[src/rtl/msr_gate_pkg.sv]
package msr_gate_pkg;
  localparam int REG_W   = 32;
  localparam int BE_LAST = 63;

  localparam int POS_UCLE = BE_LAST - 37;
  localparam int POS_SPE  = BE_LAST - 38;
  localparam int POS_WE   = BE_LAST - 45;
  localparam int POS_CE   = BE_LAST - 46;
  localparam int POS_EE   = BE_LAST - 48;
  localparam int POS_PR   = BE_LAST - 49;
  localparam int POS_ME   = BE_LAST - 51;
  localparam int POS_UBLE = BE_LAST - 53;

  localparam logic [REG_W-1:0] DEF_MASK =
      (REG_W'(1) << POS_UCLE) | (REG_W'(1) << POS_SPE) |
      (REG_W'(1) << POS_WE)   | (REG_W'(1) << POS_CE)  |
      (REG_W'(1) << POS_EE)   | (REG_W'(1) << POS_PR)  |
      (REG_W'(1) << POS_ME)   | (REG_W'(1) << POS_UBLE);

  localparam int NUM_IRQ   = 7;
  localparam int IRQ_CRIT  = 0;
  localparam int IRQ_WDOG  = 1;
  localparam int IRQ_MCHK  = 6;
  localparam int NUM_PM    = 3;

  typedef struct packed {
    logic saveCur;
    logic clearWait;
    logic restoreSaved;
    logic loadWrite;
  } msrCtlT;
endpackage

[src/rtl/msr_ctl.sv]
module msr_ctl
  import msr_gate_pkg::*;
(
  input  logic   clk,
  input  logic   rstN,
  input  logic   wrEn,
  input  logic   intEntry,
  input  logic   intReturn,
  input  logic   bitPr,
  input  logic   bitUcle,
  input  logic   bitUble,
  input  logic   bitSpe,
  input  logic   opPriv,
  input  logic   opDLock,
  input  logic   opILock,
  input  logic   opBranchLock,
  input  logic   opUpperReg,
  output msrCtlT ctl,
  output logic   excPriv,
  output logic   excStorage,
  output logic   synDataLock,
  output logic   synInstLock,
  output logic   excVecUnavail
);
  logic cacheLockDenied;
  logic branchLockDenied;

  always_comb begin
    ctl.saveCur      = intEntry;
    ctl.clearWait    = intEntry;
    ctl.restoreSaved = intReturn && !intEntry;
    ctl.loadWrite    = wrEn && !intEntry && !intReturn;
  end

  always_comb begin
    cacheLockDenied  = bitPr && !bitUcle;
    branchLockDenied = bitPr && !bitUble && opBranchLock;
    excPriv          = (bitPr && opPriv) || branchLockDenied;
    excStorage       = cacheLockDenied && (opDLock || opILock);
    synDataLock      = cacheLockDenied && opDLock;
    synInstLock      = cacheLockDenied && opILock;
    excVecUnavail    = !bitSpe && opUpperReg;
  end

  AST_ENTRY_BEATS_WRITE: assert property (@(posedge clk) disable iff (!rstN)
    intEntry |-> !ctl.loadWrite && !ctl.restoreSaved);
  AST_RETURN_BEATS_WRITE: assert property (@(posedge clk) disable iff (!rstN)
    intReturn |-> !ctl.loadWrite);
  AST_SUPERVISOR_NO_PRIV: assert property (@(posedge clk) disable iff (!rstN)
    !bitPr |-> !excPriv);
  AST_SUPERVISOR_NO_STORAGE: assert property (@(posedge clk) disable iff (!rstN)
    !bitPr |-> !excStorage && !synDataLock && !synInstLock);
  AST_VEC_ENABLED_QUIET: assert property (@(posedge clk) disable iff (!rstN)
    bitSpe |-> !excVecUnavail);
endmodule

[src/rtl/msr_dp.sv]
module msr_dp
  import msr_gate_pkg::*;
#(
  parameter logic [REG_W-1:0] RESET_VAL = '0
) (
  input  logic               clk,
  input  logic               rstN,
  input  msrCtlT             ctl,
  input  logic [REG_W-1:0]   wrData,
  input  logic [NUM_IRQ-1:0] irqRaw,
  input  logic [NUM_PM-1:0]  pmReq,
  output logic [REG_W-1:0]   stateQ,
  output logic [NUM_IRQ-1:0] irqGated,
  output logic [NUM_PM-1:0]  pmOut
);
  localparam logic [REG_W-1:0] RESET_CLEAN = RESET_VAL & DEF_MASK;
  localparam logic [REG_W-1:0] WAIT_BIT    = REG_W'(1) << POS_WE;

  logic [REG_W-1:0] saveQ;
  logic [REG_W-1:0] stateNext;
  logic [REG_W-1:0] saveNext;

  always_comb begin
    stateNext = stateQ;
    saveNext  = saveQ;
    if (ctl.saveCur) begin
      saveNext = stateQ;
    end
    if (ctl.clearWait) begin
      stateNext = stateQ & ~WAIT_BIT;
    end else if (ctl.restoreSaved) begin
      stateNext = saveQ;
    end else if (ctl.loadWrite) begin
      stateNext = wrData & DEF_MASK;
    end
  end

  always_ff @(posedge clk) begin
    if (!rstN) begin
      stateQ <= RESET_CLEAN;
      saveQ  <= RESET_CLEAN;
    end else begin
      stateQ <= stateNext;
      saveQ  <= saveNext;
    end
  end

  for (genvar g = 0; g < NUM_IRQ; g++) begin : gIrq
    localparam int EN_POS = (g <= IRQ_WDOG) ? POS_CE :
                            ((g == IRQ_MCHK) ? POS_ME : POS_EE);
    assign irqGated[g] = irqRaw[g] & stateQ[EN_POS];
  end

  for (genvar p = 0; p < NUM_PM; p++) begin : gPm
    assign pmOut[p] = pmReq[p] & stateQ[POS_WE];
  end

  AST_RESERVED_ZERO: assert property (@(posedge clk) disable iff (!rstN)
    (stateQ & ~DEF_MASK) == '0);
  AST_WRITE_LOADS: assert property (@(posedge clk) disable iff (!rstN)
    ctl.loadWrite |=> stateQ == ($past(wrData) & DEF_MASK));
  AST_WAIT_CLEARED: assert property (@(posedge clk) disable iff (!rstN)
    ctl.clearWait |=> !stateQ[POS_WE]);
  AST_SAVE_CAPTURE: assert property (@(posedge clk) disable iff (!rstN)
    ctl.saveCur |=> saveQ == $past(stateQ));
  AST_RESTORE: assert property (@(posedge clk) disable iff (!rstN)
    ctl.restoreSaved |=> stateQ == $past(saveQ));
  AST_PM_OFF: assert property (@(posedge clk) disable iff (!rstN)
    !stateQ[POS_WE] |-> pmOut == '0);
  AST_CRIT_MASK: assert property (@(posedge clk) disable iff (!rstN)
    !stateQ[POS_CE] |-> irqGated[IRQ_WDOG:IRQ_CRIT] == '0);
  AST_EXT_MASK: assert property (@(posedge clk) disable iff (!rstN)
    !stateQ[POS_EE] |-> irqGated[5:2] == '0);
  AST_MCHK_MASK: assert property (@(posedge clk) disable iff (!rstN)
    !stateQ[POS_ME] |-> !irqGated[IRQ_MCHK]);
endmodule

[src/rtl/msr_gate.sv]
module msr_gate
  import msr_gate_pkg::*;
#(
  parameter logic [31:0] RESET_VAL = 32'h0
) (
  input  logic        clk,
  input  logic        rstN,
  input  logic        wrEn,
  input  logic [31:0] wrData,
  output logic [31:0] stateOut,
  input  logic        intEntry,
  input  logic        intReturn,
  input  logic [6:0]  irqRaw,
  output logic [6:0]  irqGated,
  input  logic [2:0]  pmReq,
  output logic [2:0]  pmOut,
  input  logic        opPriv,
  input  logic        opDLock,
  input  logic        opILock,
  input  logic        opBranchLock,
  input  logic        opUpperReg,
  output logic        excPriv,
  output logic        excStorage,
  output logic        synDataLock,
  output logic        synInstLock,
  output logic        excVecUnavail
);
  msrCtlT           ctl;
  logic [REG_W-1:0] stateQ;

  msr_ctl u_ctl (
    .clk          (clk),
    .rstN         (rstN),
    .wrEn         (wrEn),
    .intEntry     (intEntry),
    .intReturn    (intReturn),
    .bitPr        (stateQ[POS_PR]),
    .bitUcle      (stateQ[POS_UCLE]),
    .bitUble      (stateQ[POS_UBLE]),
    .bitSpe       (stateQ[POS_SPE]),
    .opPriv       (opPriv),
    .opDLock      (opDLock),
    .opILock      (opILock),
    .opBranchLock (opBranchLock),
    .opUpperReg   (opUpperReg),
    .ctl          (ctl),
    .excPriv      (excPriv),
    .excStorage   (excStorage),
    .synDataLock  (synDataLock),
    .synInstLock  (synInstLock),
    .excVecUnavail(excVecUnavail)
  );

  msr_dp #(.RESET_VAL(RESET_VAL)) u_dp (
    .clk     (clk),
    .rstN    (rstN),
    .ctl     (ctl),
    .wrData  (wrData),
    .irqRaw  (irqRaw),
    .pmReq   (pmReq),
    .stateQ  (stateQ),
    .irqGated(irqGated),
    .pmOut   (pmOut)
  );

  assign stateOut = stateQ;
endmodule

[config.mk]
export PLATFORM = sky130hd
export DESIGN_NAME = msr_gate
export DESIGN_NICKNAME = d
export VERILOG_FILES = /design/src/rtl/msr_gate_pkg.sv /design/src/rtl/msr_ctl.sv /design/src/rtl/msr_dp.sv /design/src/rtl/msr_gate.sv
export SDC_FILE = /design/constraint.sdc
export NUM_CORES = 1
export LEC_CHECK = 0
export ABC_AREA = 1
export BUFFER_PORTS_ARGS = -buffer_cell sky130_fd_sc_hd__clkbuf_2
export CORE_UTILIZATION = 24
export CTS_BUF_LIST = sky130_fd_sc_hd__clkbuf_16
export CTS_CLUSTER_SIZE = 8
export DETAILED_ROUTE_END_ITERATION = 8
export SLEW_MARGIN = 10
export SYNTH_ARGS = -nofsm -noshare
export SYNTH_HDL_FRONTEND = slang
export SYNTH_HIERARCHICAL = 1
export SYNTH_SLANG_ARGS = --single-unit
[constraint.sdc]
create_clock -name clk -period 1.2 [get_ports clk]
set_input_delay 0.24 -clock clk [delete_from_list [all_inputs] [get_ports clk]]
set_output_delay 0.24 -clock clk [all_outputs]
set_load 0.05 [all_outputs]
After elaboration in Yosys (flattened, before gate mapping)
Index checks and enable logic that the tools add are counted.
{"block": "word_totals", "register_bits": 64, "in_bits": 52, "elab_cells": 38}
{"block": "op_classes", "mux": 2, "n_bitwise": 12, "reduce_logical": 21}
{"op": "$mux W32", "count": 2}
{"op": "$logic_and A1 B1 Y1", "count": 11}
{"op": "$and A1 B1 Y1", "count": 10}
{"op": "$logic_not A1 Y1", "count": 5}
{"op": "$logic_or A1 B1 Y1", "count": 2}
{"op": "$not A1 Y1", "count": 2}
{"op": "$reduce_and A2 Y1", "count": 1}
{"op": "$reduce_bool A2 Y1", "count": 1}
{"op": "$reduce_or A2 Y1", "count": 1}

Depth between registers and ports, before layout
{"block": "depth", "ltp_word": 5, "depth_mapped": 8, "mapped_depth_nobuf": 7}

Modules after synthesis
The synthesis kept the hierarchy.
{"mod": "msr_dp", "instances": 1, "cells_each": 334, "area_each_um2": 2437.3, "seq_area_each_um2": 1281.2}
{"mod": "msr_ctl", "instances": 1, "cells_each": 19, "area_each_um2": 86.3, "seq_area_each_um2": 0.0}

Least setup slack after synthesis
No wires, ideal clock.
{"block": "synth_path", "kind": "register to output", "startpoint": "register u_dp.stateQ[14]", "endpoint": "output port excStorage", "t_arrival_ns": 1.456, "setup_slack_ns": -0.496, "stages_incl_launch_ff": 3, "path_cell_list": "dfxtp_1 > nand2_2 > nor2_1"}
{"block": "synth_between", "elab_chain_cells": 2}
{"element": "start: declaration", "line_no": "msr_dp.sv:12", "rtl": "output logic [REG_W-1:0] stateQ,"}
{"element": "start signal: assignment", "line_no": "msr_dp.sv:43", "rtl": "stateQ <= stateNext;"}
{"element": "$logic_and A1 B1 Y1", "line_no": "msr_ctl.sv:36", "rtl": "cacheLockDenied = bitPr && !bitUcle;"}
{"element": "$logic_and A1 B1 Y1", "line_no": "msr_ctl.sv:39", "rtl": "excStorage = cacheLockDenied && (opDLock || opILock);"}
{"element": "end: declaration", "line_no": "msr_gate.sv:23", "rtl": "output logic excStorage,"}
Every way passes these cells.

Final worst setup path
{"block": "layout_path", "startpoint": "register u_dp.stateQ[26]", "endpoint": "output port synInstLock"}
{"block": "layout_between", "elab_chain_cells": 3}
{"element": "$logic_not A1 Y1", "line_no": "msr_ctl.sv:36"}
{"element": "$logic_and A1 B1 Y1", "line_no": "msr_ctl.sv:36"}
{"element": "$logic_and A1 B1 Y1", "line_no": "msr_ctl.sv:41", "rtl": "synInstLock = cacheLockDenied && opILock;"}
{"element": "end: declaration", "line_no": "msr_gate.sv:25", "rtl": "output logic synInstLock,"}
Every way passes these cells.

==> parameters.txt <==
Parameter                              Value

GRT
  Wire length of the first global-routing pass    11100 um
  Number of global-route vias before repair    2354
  Pin count of the biggest net entering global routing    22
  Total congestion overflow    0
  Initial antenna violation count    0
  Total routing resource utilization after global routing    12.9%

Power
  Pleak    1.77 nW
  Total power of the final layout    5.71 mW
  Power Dens Cells    approximately 1500 mW/mm^2
  Max rail drop VDD    0.511 mV

CTS
  CTS HTree Levels    3
  Clock input transition at the sequential cells of the worst setup and hold paths    0.05 ns
  Total clock sinks    64
  Clock tree from TritonCTS    done
  Clock Path Buffers    2
  Total clock buffers created by CTS    9
  Root buffer cell    clkbuf_16
  Post-CTS setup-driven buffer insertion count    0
  Hold bufs inserted after CTS    0
  Clock insertion delay at the later pin of the skew report    between 0.3 and 0.4 ns

Floorplan
  Die Width    105 um
  DIE AREA    ~0.011 sq mm
  Std-Cell Core Area    just over 0.01 sq mm
  Number of placement rows    37
  Initial Util    24.6%
  Ports placed on the boundary    99
  Height of the die    105 um

Yosys
  Post-synthesis sequential area ratio    between 50% and 60%
  Number of enable-type register cells in the synthesized netlist    0
  Net count of the mapped netlist    slightly above 400
  Synthesis Warnings    6
  Synth Area in Compound Gates    a little over an eighth
  Synth top area share    between 50 and 60%
  Fraction of synthesized area in multiplexers    0%
  Post-Synth Simple-Gate Area    27.1%
  Top_reg_cell synth    dfxtp_1
  Number of distinct standard cells referenced by the synthesized netlist    18
  Fraction of the mapped netlist area in adder cells    0%
  Synth Area per Inst    between 7 and 8 sq um
  Most area-consuming cells after synthesis    dfxtp_1 (51%), nand2_1 (15%), nor2_1 (11%), a21oi_1 (6.3%), o21ai_0 (6.3%)
  Dominant combinational cell family by area after synthesis    simple AND/OR/NAND/NOR gates
  Gate count of the mapped netlist    353
  Xor/xnor share of the synthesized area    0%
  Leading area contributor after synthesis    dfxtp_1
  Register bit total from synthesis    between 60 and 70
  Fraction of registers with async set/reset    0%
  Area of the mapped netlist    0.00252 sq mm

Final layout
  Number of nets in the finished design    488
  Layout overhead on the synthesized area    52.0%
  Share of layout cells above drive strength 1    33.1%
  Final core occ    37.3%
  Total inserted antenna cells    0

Detailed routing
  Number of antenna-violating nets in the routed design    0
  Final routed wire length divided by cell count    11.3 um
  Number of remaining DRC errors    0
  Via count    2456
  Vias per cell    4.26
  Total iterations of the first detailed-routing run    4
  Violation count after the first detailed-routing iteration    ~140
  Wirelength, routed    6510 um

Critical path
  Worst r2r path cells    4
  Signal arrival time at the worst endpoint    just over 1 ns
  Crit. End Element    primary output
  Startpoint-to-endpoint class of the critical path    reg -> out
  Largest fanout on the critical path    3
  Kind of start point of the critical path    flop
  Critical Path RT    0.96 ns

Min path
  Type of the worst min-delay path    in -> reg
  Count of cells along the worst hold path    3

Timing
  Slew of the pin with the lowest slew margin    approximately 0.29 ns
  Finish-stage setup viols    9
  Clock tree skew after final layout    approximately 0.0032 ns
  Worst Setup Slack, final    -0.0735 ns
  Share of the cycle needed by the critical path after routing    106%
  Fin. max-slew vios    0
  Max-Slew Margin vs Limit    between 80% and 90%
  Achievable frequency    0.785 GHz
  Setup repair after global routing missed its margin    yes
  Minimum clock period after layout    1.27 ns
  Number of hold violations in the final report    0

Placement
  Number of input and output port buffers inserted    74
  Detail Placement HPWL    4280 um
  Gpl congestion    0.681

Run
  Number of max-cap violations    0

Outcome
  Status    finished with violations
  Failing checks    negative setup slack
[placed cells by master, fill, tap and decap left out, drive strengths merged]
cell type | Yosys | layout
clkinvlp | 0 | 1
inv | 28 | 30
dfxtp | 64 | 64
buf | 12 | 52
a21oi | 32 | 32
nand3 | 1 | 1
nor2 | 73 | 73
clkbuf | 9 | 50
o21ai | 33 | 33
nand2 | 99 | 99
bufinv | 0 | 2
clkinv | 0 | 2
nor3b | 2 | 2
[per-layer routing]
metal | wire, um | global-route usage (%) | vias to the layer above
met2 | 3230 | 21.7 | 65
met1 | 2940 | 15.2 | 1130
met4 | 53 | 5.20 | 0
met5 | 0 | 0 | -
li1 | - | - | 1255
met3 | 288 | 3.99 | 6
[cell families (layout without fill, tap and decap cells)]
logic type             after synthesis  after routing
AOI/OAI and AO/OA                   65             65
buffers and inverters               49            137
DFF                                 64             64
and+or+nand+nor                    175            175
[cells in the mapped netlist (2+ instances only)]
cell type / number
a21oi_1: 32
buf_1: 3
buf_4: 5
buf_6: 3
clkbuf_1: 9
dfxtp_1: 64
inv_1: 26
nand2_1: 98
nor2_1: 72
nor3b_1: 2
o21ai_0: 32
[where the power goes]
group          total [mW]  switching (mW)  internal, mW
Clock                2.69           0.897          1.80
Sequential           2.27          0.0590          2.21
Combinational       0.740           0.458         0.282
Total                5.71            1.41          4.29
[state kept, by name (all words and copies together), names as in the netlist]
name         flops
u_dp/stateQ     32
u_dp/saveQ      32
[final cells by class]
cell class                 count  area (sq um)
timing repair buffer          93           857
multi-input combinational    240          1090
clock buffer                   9           225
tap                          136           170
fill                        1037          6440
sequential                    64          1300
clock inverter                 7          86.3
inverter                      28           108
[what timing repair did]
action / in CTS / in global routing
setup endpoints to repair: 41 / 38
endpoints found under the hold margin: 0 / 0
pin swaps: 2 / 0
gates resized for setup: 70 / 60
[final timing paths]
kind                                startpoint                           end  slack (ns)
hold / removal                      wrData[18]  u_dp/stateQ[18]$_SDFFE_PP0P_        0.16
hold reg to reg     u_dp/saveQ[4]$_SDFFE_PN0P_   u_dp/stateQ[4]$_SDFFE_PN0P_        0.45
setup reg to reg  u_dp/stateQ[15]$_SDFFE_PN0P_  u_dp/stateQ[15]$_SDFFE_PN0P_        0.49
setup / recovery  u_dp/stateQ[26]$_SDFFE_PN0P_                   synInstLock       -0.07
[through the flow]
stage	instances	TNS, ns	instance area (sq um)	setup WS [ns]	hold slack, ns
CTS	577	-0.543	3770	-0.118	0.152
finish	577	-0.345	3830	-0.0735	0.159
global placement	561	-2.84	3210	-0.118	0.444
detailed placement	561	-3.13	3210	-0.146	0.452
global route	577	-0.928	3830	-0.128	0.184
floorplan	353	0	2560	0.0585	0.378
[critical path: stages, from the launching register on]
cell and delay (ns):
dfxtp_2 0.33, inv_2 0.06, nand2_4 0.08, nor2_4 0.10
buf_8 0.15
(Power assumes the default switching activity.)
